**src/rtl/fcs_pkg.sv**
```systemverilog
package fcs_pkg;
  typedef enum logic [1:0] {RD_ARRAY = 2'd0, RD_STATUS = 2'd1, RD_XSTATUS = 2'd2} rdsel_e;
  typedef enum logic [1:0] {OP_NONE = 2'd0, OP_WRITE = 2'd1, OP_ERASE = 2'd2, OP_MULTI = 2'd3} op_e;
  typedef enum logic [2:0] {ST_CMD, ST_WR_DATA, ST_ER_CONF, ST_MW_COUNT, ST_MW_DATA, ST_MW_CONF} seq_e;

  localparam logic [7:0] C_READ    = 8'hFF;
  localparam logic [7:0] C_STATUS  = 8'h70;
  localparam logic [7:0] C_WR_A    = 8'h40;
  localparam logic [7:0] C_WR_B    = 8'h10;
  localparam logic [7:0] C_ERASE   = 8'h30;
  localparam logic [7:0] C_CONFIRM = 8'hD0;
  localparam logic [7:0] C_SUSPEND = 8'hB0;
  localparam logic [7:0] C_MULTI   = 8'hE8;
endpackage

```
**src/rtl/fcs_block_match.sv**
```systemverilog
module fcs_block_match #(
  parameter int AW  = 22,
  parameter int OFS = 16
) (
  input  logic [AW-1:0] addr,
  input  logic [AW-1:0] base,
  output logic          same
);
  generate
    if (OFS >= AW) begin : g_whole
      assign same = 1'b1;
    end else begin : g_cmp
      assign same = (addr[AW-1:OFS] == base[AW-1:OFS]);
    end
  endgenerate
endmodule

```
**src/rtl/fcs_beat_counter.sv**
```systemverilog
module fcs_beat_counter #(
  parameter int CW = 5
) (
  input  logic          clk,
  input  logic          rst_n,
  input  logic          load,
  input  logic [CW-1:0] load_val,
  input  logic          dec,
  output logic [CW-1:0] size,
  output logic          last
);
  logic [CW-1:0] left_q;
  logic [CW-1:0] size_q;

  always_ff @(posedge clk) begin
    if (!rst_n) begin
      left_q <= '0;
      size_q <= '0;
    end else if (load) begin
      left_q <= load_val;
      size_q <= load_val;
    end else if (dec) begin
      left_q <= left_q - 1'b1;
    end
  end

  assign size = size_q;
  assign last = (left_q == '0);
endmodule

```
**src/rtl/fcs_suspend_track.sv**
```systemverilog
module fcs_suspend_track #(
  parameter int AW = 22
) (
  input  logic          clk,
  input  logic          rst_n,
  input  logic          set_susp,
  input  logic          set_is_write,
  input  logic          clr_susp,
  input  logic          loc_load,
  input  logic [AW-1:0] loc_addr,
  input  logic [AW-1:0] rd_addr,
  output logic          suspended,
  output logic          rd_block
);
  logic          susp_q;
  logic          wr_susp_q;
  logic [AW-1:0] loc_q;

  always_ff @(posedge clk) begin
    if (!rst_n) begin
      susp_q    <= 1'b0;
      wr_susp_q <= 1'b0;
      loc_q     <= '0;
    end else begin
      if (loc_load) loc_q <= loc_addr;
      if (set_susp) begin
        susp_q    <= 1'b1;
        wr_susp_q <= set_is_write;
      end else if (clr_susp) begin
        susp_q    <= 1'b0;
        wr_susp_q <= 1'b0;
      end
    end
  end

  assign suspended = susp_q;
  assign rd_block  = susp_q && wr_susp_q && (rd_addr == loc_q);
endmodule

```
**src/rtl/flash_cmd_seq.sv**
```systemverilog
module flash_cmd_seq
  import fcs_pkg::*;
#(
  parameter int AW          = 22,
  parameter int DW          = 16,
  parameter int BLOCK_WORDS = 65536,
  parameter int MAX_WORDS   = 32,
  localparam int OFS        = $clog2(BLOCK_WORDS),
  localparam int CW         = $clog2(MAX_WORDS)
) (
  input  logic          clk,
  input  logic          rst_n,
  input  logic          bus_wr,
  input  logic [AW-1:0] bus_addr,
  input  logic [DW-1:0] bus_data,
  input  logic          eng_busy,
  input  logic [AW-1:0] rd_addr,
  output logic [1:0]    rd_sel,
  output logic          eng_start,
  output logic [1:0]    eng_op,
  output logic [AW-1:0] eng_addr,
  output logic [DW-1:0] eng_data,
  output logic [CW-1:0] eng_count,
  output logic          buf_load,
  output logic          eng_suspend,
  output logic          eng_resume,
  output logic          seq_err,
  output logic          rd_block
);
  logic [7:0] cmd;
  assign cmd = bus_data[7:0];

  seq_e          st_q, st_n;
  rdsel_e        rd_q, rd_n;
  op_e           op_q, op_n;
  logic [AW-1:0] addr_q, addr_n, base_q;
  logic [DW-1:0] data_q, data_n;
  logic          start_q, start_n, ld_q, ld_n, sus_q, sus_n, res_q, res_n, err_q, err_n;
  logic          base_ld, cnt_ld, cnt_dec, loc_ld;
  logic          suspended, in_blk, cnt_last, fits;
  logic [CW-1:0] cnt_size;

  assign fits = (32'(cmd) < 32'(MAX_WORDS));

  fcs_block_match #(.AW(AW), .OFS(OFS)) u_blk (
    .addr(bus_addr), .base(base_q), .same(in_blk));

  fcs_beat_counter #(.CW(CW)) u_cnt (
    .clk(clk), .rst_n(rst_n), .load(cnt_ld), .load_val(bus_data[CW-1:0]),
    .dec(cnt_dec), .size(cnt_size), .last(cnt_last));

  fcs_suspend_track #(.AW(AW)) u_sus (
    .clk(clk), .rst_n(rst_n), .set_susp(sus_n), .set_is_write(op_q == OP_WRITE),
    .clr_susp(res_n), .loc_load(loc_ld), .loc_addr(bus_addr), .rd_addr(rd_addr),
    .suspended(suspended), .rd_block(rd_block));

  always_comb begin
    st_n = st_q;   rd_n = rd_q;   op_n = op_q;
    addr_n = addr_q; data_n = data_q;
    start_n = 1'b0; ld_n = 1'b0; sus_n = 1'b0; res_n = 1'b0; err_n = 1'b0;
    base_ld = 1'b0; cnt_ld = 1'b0; cnt_dec = 1'b0; loc_ld = 1'b0;
    if (bus_wr) begin
      if (eng_busy) begin
        if (cmd == C_STATUS) rd_n = RD_STATUS;
        else if (cmd == C_SUSPEND && !suspended) begin
          sus_n = 1'b1;
          rd_n  = RD_STATUS;
        end
      end else begin
        unique case (st_q)
          ST_CMD: begin
            unique case (cmd)
              C_READ:   rd_n = RD_ARRAY;
              C_STATUS: rd_n = RD_STATUS;
              C_WR_A, C_WR_B, C_ERASE, C_MULTI: begin
                if (suspended) begin
                  err_n = 1'b1;
                  rd_n  = RD_STATUS;
                end else if (cmd == C_MULTI) begin
                  st_n = ST_MW_COUNT;
                  rd_n = RD_XSTATUS;
                end else begin
                  st_n = (cmd == C_ERASE) ? ST_ER_CONF : ST_WR_DATA;
                  rd_n = RD_STATUS;
                end
              end
              C_CONFIRM: begin
                rd_n = RD_STATUS;
                if (suspended) res_n = 1'b1;
                else           err_n = 1'b1;
              end
              default: ;
            endcase
          end
          ST_WR_DATA: begin
            start_n = 1'b1; op_n = OP_WRITE;
            addr_n = bus_addr; data_n = bus_data; loc_ld = 1'b1;
            st_n = ST_CMD; rd_n = RD_STATUS;
          end
          ST_ER_CONF: begin
            if (cmd == C_CONFIRM) begin
              start_n = 1'b1; op_n = OP_ERASE; addr_n = '0;
            end else err_n = 1'b1;
            st_n = ST_CMD; rd_n = RD_STATUS;
          end
          ST_MW_COUNT: begin
            if (fits) begin
              base_ld = 1'b1; cnt_ld = 1'b1; st_n = ST_MW_DATA;
            end else begin
              err_n = 1'b1; st_n = ST_CMD; rd_n = RD_STATUS;
            end
          end
          ST_MW_DATA: begin
            if (!in_blk) begin
              err_n = 1'b1; st_n = ST_CMD; rd_n = RD_STATUS;
            end else begin
              ld_n = 1'b1; addr_n = bus_addr; data_n = bus_data;
              if (cnt_last) st_n = ST_MW_CONF;
              else          cnt_dec = 1'b1;
            end
          end
          ST_MW_CONF: begin
            if (cmd == C_CONFIRM) begin
              start_n = 1'b1; op_n = OP_MULTI; addr_n = base_q;
            end else err_n = 1'b1;
            st_n = ST_CMD; rd_n = RD_STATUS;
          end
          default: st_n = ST_CMD;
        endcase
      end
    end
  end

  always_ff @(posedge clk) begin
    if (!rst_n) begin
      st_q <= ST_CMD; rd_q <= RD_ARRAY; op_q <= OP_NONE;
      addr_q <= '0; data_q <= '0; base_q <= '0;
      start_q <= 1'b0; ld_q <= 1'b0; sus_q <= 1'b0; res_q <= 1'b0; err_q <= 1'b0;
    end else begin
      st_q <= st_n; rd_q <= rd_n; op_q <= op_n;
      addr_q <= addr_n; data_q <= data_n;
      if (base_ld) base_q <= bus_addr;
      start_q <= start_n; ld_q <= ld_n; sus_q <= sus_n; res_q <= res_n; err_q <= err_n;
    end
  end

  assign rd_sel      = rd_q;
  assign eng_start   = start_q;
  assign eng_op      = op_q;
  assign eng_addr    = addr_q;
  assign eng_data    = data_q;
  assign eng_count   = cnt_size;
  assign buf_load    = ld_q;
  assign eng_suspend = sus_q;
  assign eng_resume  = res_q;
  assign seq_err     = err_q;
endmodule

```
**config.mk**
```make
export PLATFORM = sky130hd
export DESIGN_NAME = flash_cmd_seq
export DESIGN_NICKNAME = d
export VERILOG_FILES = /design/src/rtl/fcs_pkg.sv /design/src/rtl/fcs_block_match.sv /design/src/rtl/fcs_beat_counter.sv /design/src/rtl/fcs_suspend_track.sv /design/src/rtl/flash_cmd_seq.sv
export SDC_FILE = /design/constraint.sdc
export NUM_CORES = 1
export LEC_CHECK = 0
export BUFFER_PORTS_ARGS = -buffer_cell sky130_fd_sc_hd__buf_2
export CELL_PAD_IN_SITES_DETAIL_PLACEMENT = 0
export CELL_PAD_IN_SITES_GLOBAL_PLACEMENT = 1
export CORE_UTILIZATION = 25
export DETAILED_ROUTE_END_ITERATION = 8
export PLACE_DENSITY_LB_ADDON = 0.1
export SLEW_MARGIN = 10
export SYNTH_ARGS = -nofsm -noshare
export SYNTH_HDL_FRONTEND = slang
export SYNTH_SLANG_ARGS = --single-unit
```
**constraint.sdc**
```tcl
create_clock -name clk -period 4.5 [get_ports clk]
set_clock_uncertainty 0.2 [all_clocks]
set_input_delay 0 -clock clk [delete_from_list [all_inputs] [get_ports clk]]
set_output_delay 0 -clock clk [all_outputs]
set_load 0.01 [all_outputs]
```
==> flow_summary_export.csv <==
group,metric,value,unit
logic_synthesis,yosysMostFrequentCell,"nand2_1",
logic_synthesis,synth.yosys.seq_area_share,44.3,%
placement,hpwl,9950,um
die,core,18700,um^2
routing,drt_iter0_drc,206,
worst_setup_path,cp-start-kind,"register",
worst_setup_path,required,4.58,ns
die,io_pins,117,
logic_synthesis,synthArstFlopShare,0,%
placement,gp_congestion,0.711,
finish,syn2layout_area_growth,30.3,%
sta,setup_viol,0,
logic_synthesis,synth.distinct_cells,47,
worst_setup_path,critical_path_class,"register to register",
clocking,cts.path.max_buffers,2,
placement,dp_slack,1.30,ns
clocking,clk_pin_slew,0.07,ns
routing,drc,0,
sta,worstMarginPinSlew,1.08,ns
clocking,tritoncts,"yes",
logic_synthesis,yosys_warnings,0,
die,die_w,140,um
sta,fin_crit_sh,70.7,%
logic_synthesis,ys_seq_elements,106,
sta,period_minus_slack,3.18,ns
logic_synthesis,yosys.area.top_type_share,44.3,%
clocking,cts_hold_buf,42,
finish,ff_latch_area,2120,um^2
routing,antenna_left,0,
grt,first_global_vias,4178,
logic_synthesis,synth_area_leaders,"dfxtp_1, nand2_1, a21oi_1",
finish,multi_input_area,2470,um^2
worst_setup_path,path_max_fanout,24,
job,cap_violations,0,
die,start_util,25.6,%
clocking,htree_levels,3,
logic_synthesis,yosysTopAreaCell,"dfxtp_1",
power_and_ir_drop,peakVddDrop,0.000178,V
die,dieHeight,140,um
logic_synthesis,synthFlopType,"dfxtp_1",
finish,nFillCells,1980,
power_and_ir_drop,finalPower,1870,uW
sta,tns,0,ns
sta,fmax,0.314,GHz
grt,grtUsageTotal,15.2,%
clocking,cts_made_buffers,9,
worst_setup_path,cp-end-kind,"register",
finish,nets,764,
grt,grt.overflow.total,0,
clocking,clk_latency,0.35,ns
die,die_area,19700,um^2
worst_setup_path,slowest_delay,0.76,ns
logic_synthesis,syn_inst,565,
routing,via_per_inst,4.68,
clocking,cts.repair.resized,0,
routing,drt-total-wl,14500,um
sta,relSlewSlack,28.1,%
sta,timing_hold_violations_final,0,
worst_setup_path,worst-path-buf-inv,1,
routing,first_pass_iters,4,
clocking,post-cts-setup-buffers,0,
power_and_ir_drop,p_per_area,300,nW/um^2
logic_synthesis,synth_edf_count,0,
finish,drive_above_1_share,23.8,%
status,status,"finished clean",
sta,final_max_slew_viol_count,0,
sta,fin_ws,1.32,ns
finish,antenna_cells,0,
hold_path,min_path_type,"input port to output pin",
routing,vias,4385,
sta,rsz0062_at_grt,"false",
worst_setup_path,cp_slowest_cell,"or4b_1",
die,num_rows,50,
power_and_ir_drop,leakagePower,0.00236,uW
logic_synthesis,syn-num-nets,631,
grt,grt_pass1_wl,23100,um
worst_setup_path,cp_top_family,"simple AND/OR/NAND/NOR gates",
grt,antenna_found_initial,0,
clocking,cts_root_buf,"clkbuf_16",
placement,port_buffers,116,
grt,grt_max_degree,59,
worst_setup_path,cp_cell_sequence,"nand2b_1, or4b_1, a31oi_4, buf_4, nor2_1, a211oi_2",
logic_synthesis,syn_area,4790,um^2
worst_setup_path,cp.arrival,3.26,ns
logic_synthesis,syn_avg_cell_area,8.47,um^2
routing,wire_per_inst,15.5,um
logic_synthesis,synthTopCellsByCount,"nand2_1, dfxtp_1, a21oi_1",
clocking,clock-sinks,106,
-- per-stage QoR --
step                      utilization, %  std cells  instance area (um^2)  hold slack (ns)
after global placement              29.6        879                  5530           0.0331
final                               33.4        937                  6240            0.179
after global routing                33.4        937                  6240            0.230
after detailed placement            29.6        879                  5530           0.0459
after floorplan                        -        565                  4790          -0.0640
after CTS                           33.4        937                  6240            0.180
-- sequential cells by signal, summed over array words and instances, names as in the netlist --
| signal | flops |
|---|---|
| base_q | 22 |
| buf_load | 1 |
| eng_addr | 22 |
| eng_data | 16 |
| eng_op | 2 |
| eng_resume | 1 |
| eng_start | 1 |
| eng_suspend | 1 |
| rd_sel | 2 |
| seq_err | 1 |
| st_q | 3 |
| u_cnt.left_q | 5 |
| u_cnt.size | 5 |
| u_sus.loc_q | 22 |
| u_sus.suspended | 1 |
| u_sus.wr_susp_q | 1 |
-- placed cells by master (no fill, tap or decap), types with 8 or more instances in the layout --
cell	instances
buf_2	116
mux2i_1	20
nand3_1	8
clkbuf_16	9
a21oi_1	57
dfxtp_1	106
nor2_1	51
xnor2_1	25
xor2_1	8
nand2_1	113
a22oi_1	22
dlygate4sd3_1	42
nand4_1	10
a211oi_2	18
-- cell type report --
cell class	instances	area share (%)
repair buffers	165	16.9
flip-flops and latches	106	34.0
clock buffers	10	3.83
inverters	4	0.261
multi-input cells	412	39.5
clock inverters	6	0.782
well taps	234	4.69
-- worst register-to-register path, stage by stage, from the launching register on --
cell and delay [ns]:
dfxtp_1 0.61, nand2b_1 0.10, or4b_1 0.76, a31oi_4 0.73, buf_4 0.42, nor2_1 0.10, a211oi_2 0.19
-- cell families (layout without fill, tap and decap cells) --
| logic type | count (synthesis) | after routing | share of synthesized area, % |
|---|---|---|---|
| compound gates | 130 | 130 | 19.4 |
| mux | 20 | 20 | 4.18 |
| flops | 106 | 106 | 44.3 |
| xor+xnor | 33 | 33 | 6.04 |
| buf+inv | 47 | 185 | 4.39 |
| fa+ha+maj | 2 | 2 | 0.523 |
| simple gates | 227 | 227 | 21.1 |
-- where the power goes --
part / switching [uW] / internal, uW / leakage [uW]
clock network: 385 / 399 / 0.000144
logic: 77.7 / 69.9 / 0.00137
registers: 2.26 / 939 / 0.000853
-- layer usage --
layer / wire length [um] / vias up / track usage (%)
met2: 6490 / 93 / 23.6
met3: 705 / 12 / 2.87
met1: 7110 / 2057 / 20.8
li1: - / 2223 / -
met5: 0 / - / 0
met4: 191 / 0 / 5.55
-- worst paths after layout --
| check | start | to | slack [ns] | cells past startpoint |
|---|---|---|---|---|
| setup / recovery | st_q[2] | eng_addr[2] | 1.32 | 6 |
| hold / removal | rd_addr[7] | rd_block | 0.18 | 5 |
| setup reg to reg | st_q[2] | eng_addr[2] | 1.32 | 6 |
| hold reg to reg | rd_sel[1] | rd_sel[1] | 0.26 | 2 |
(Power assumes the default switching activity.)
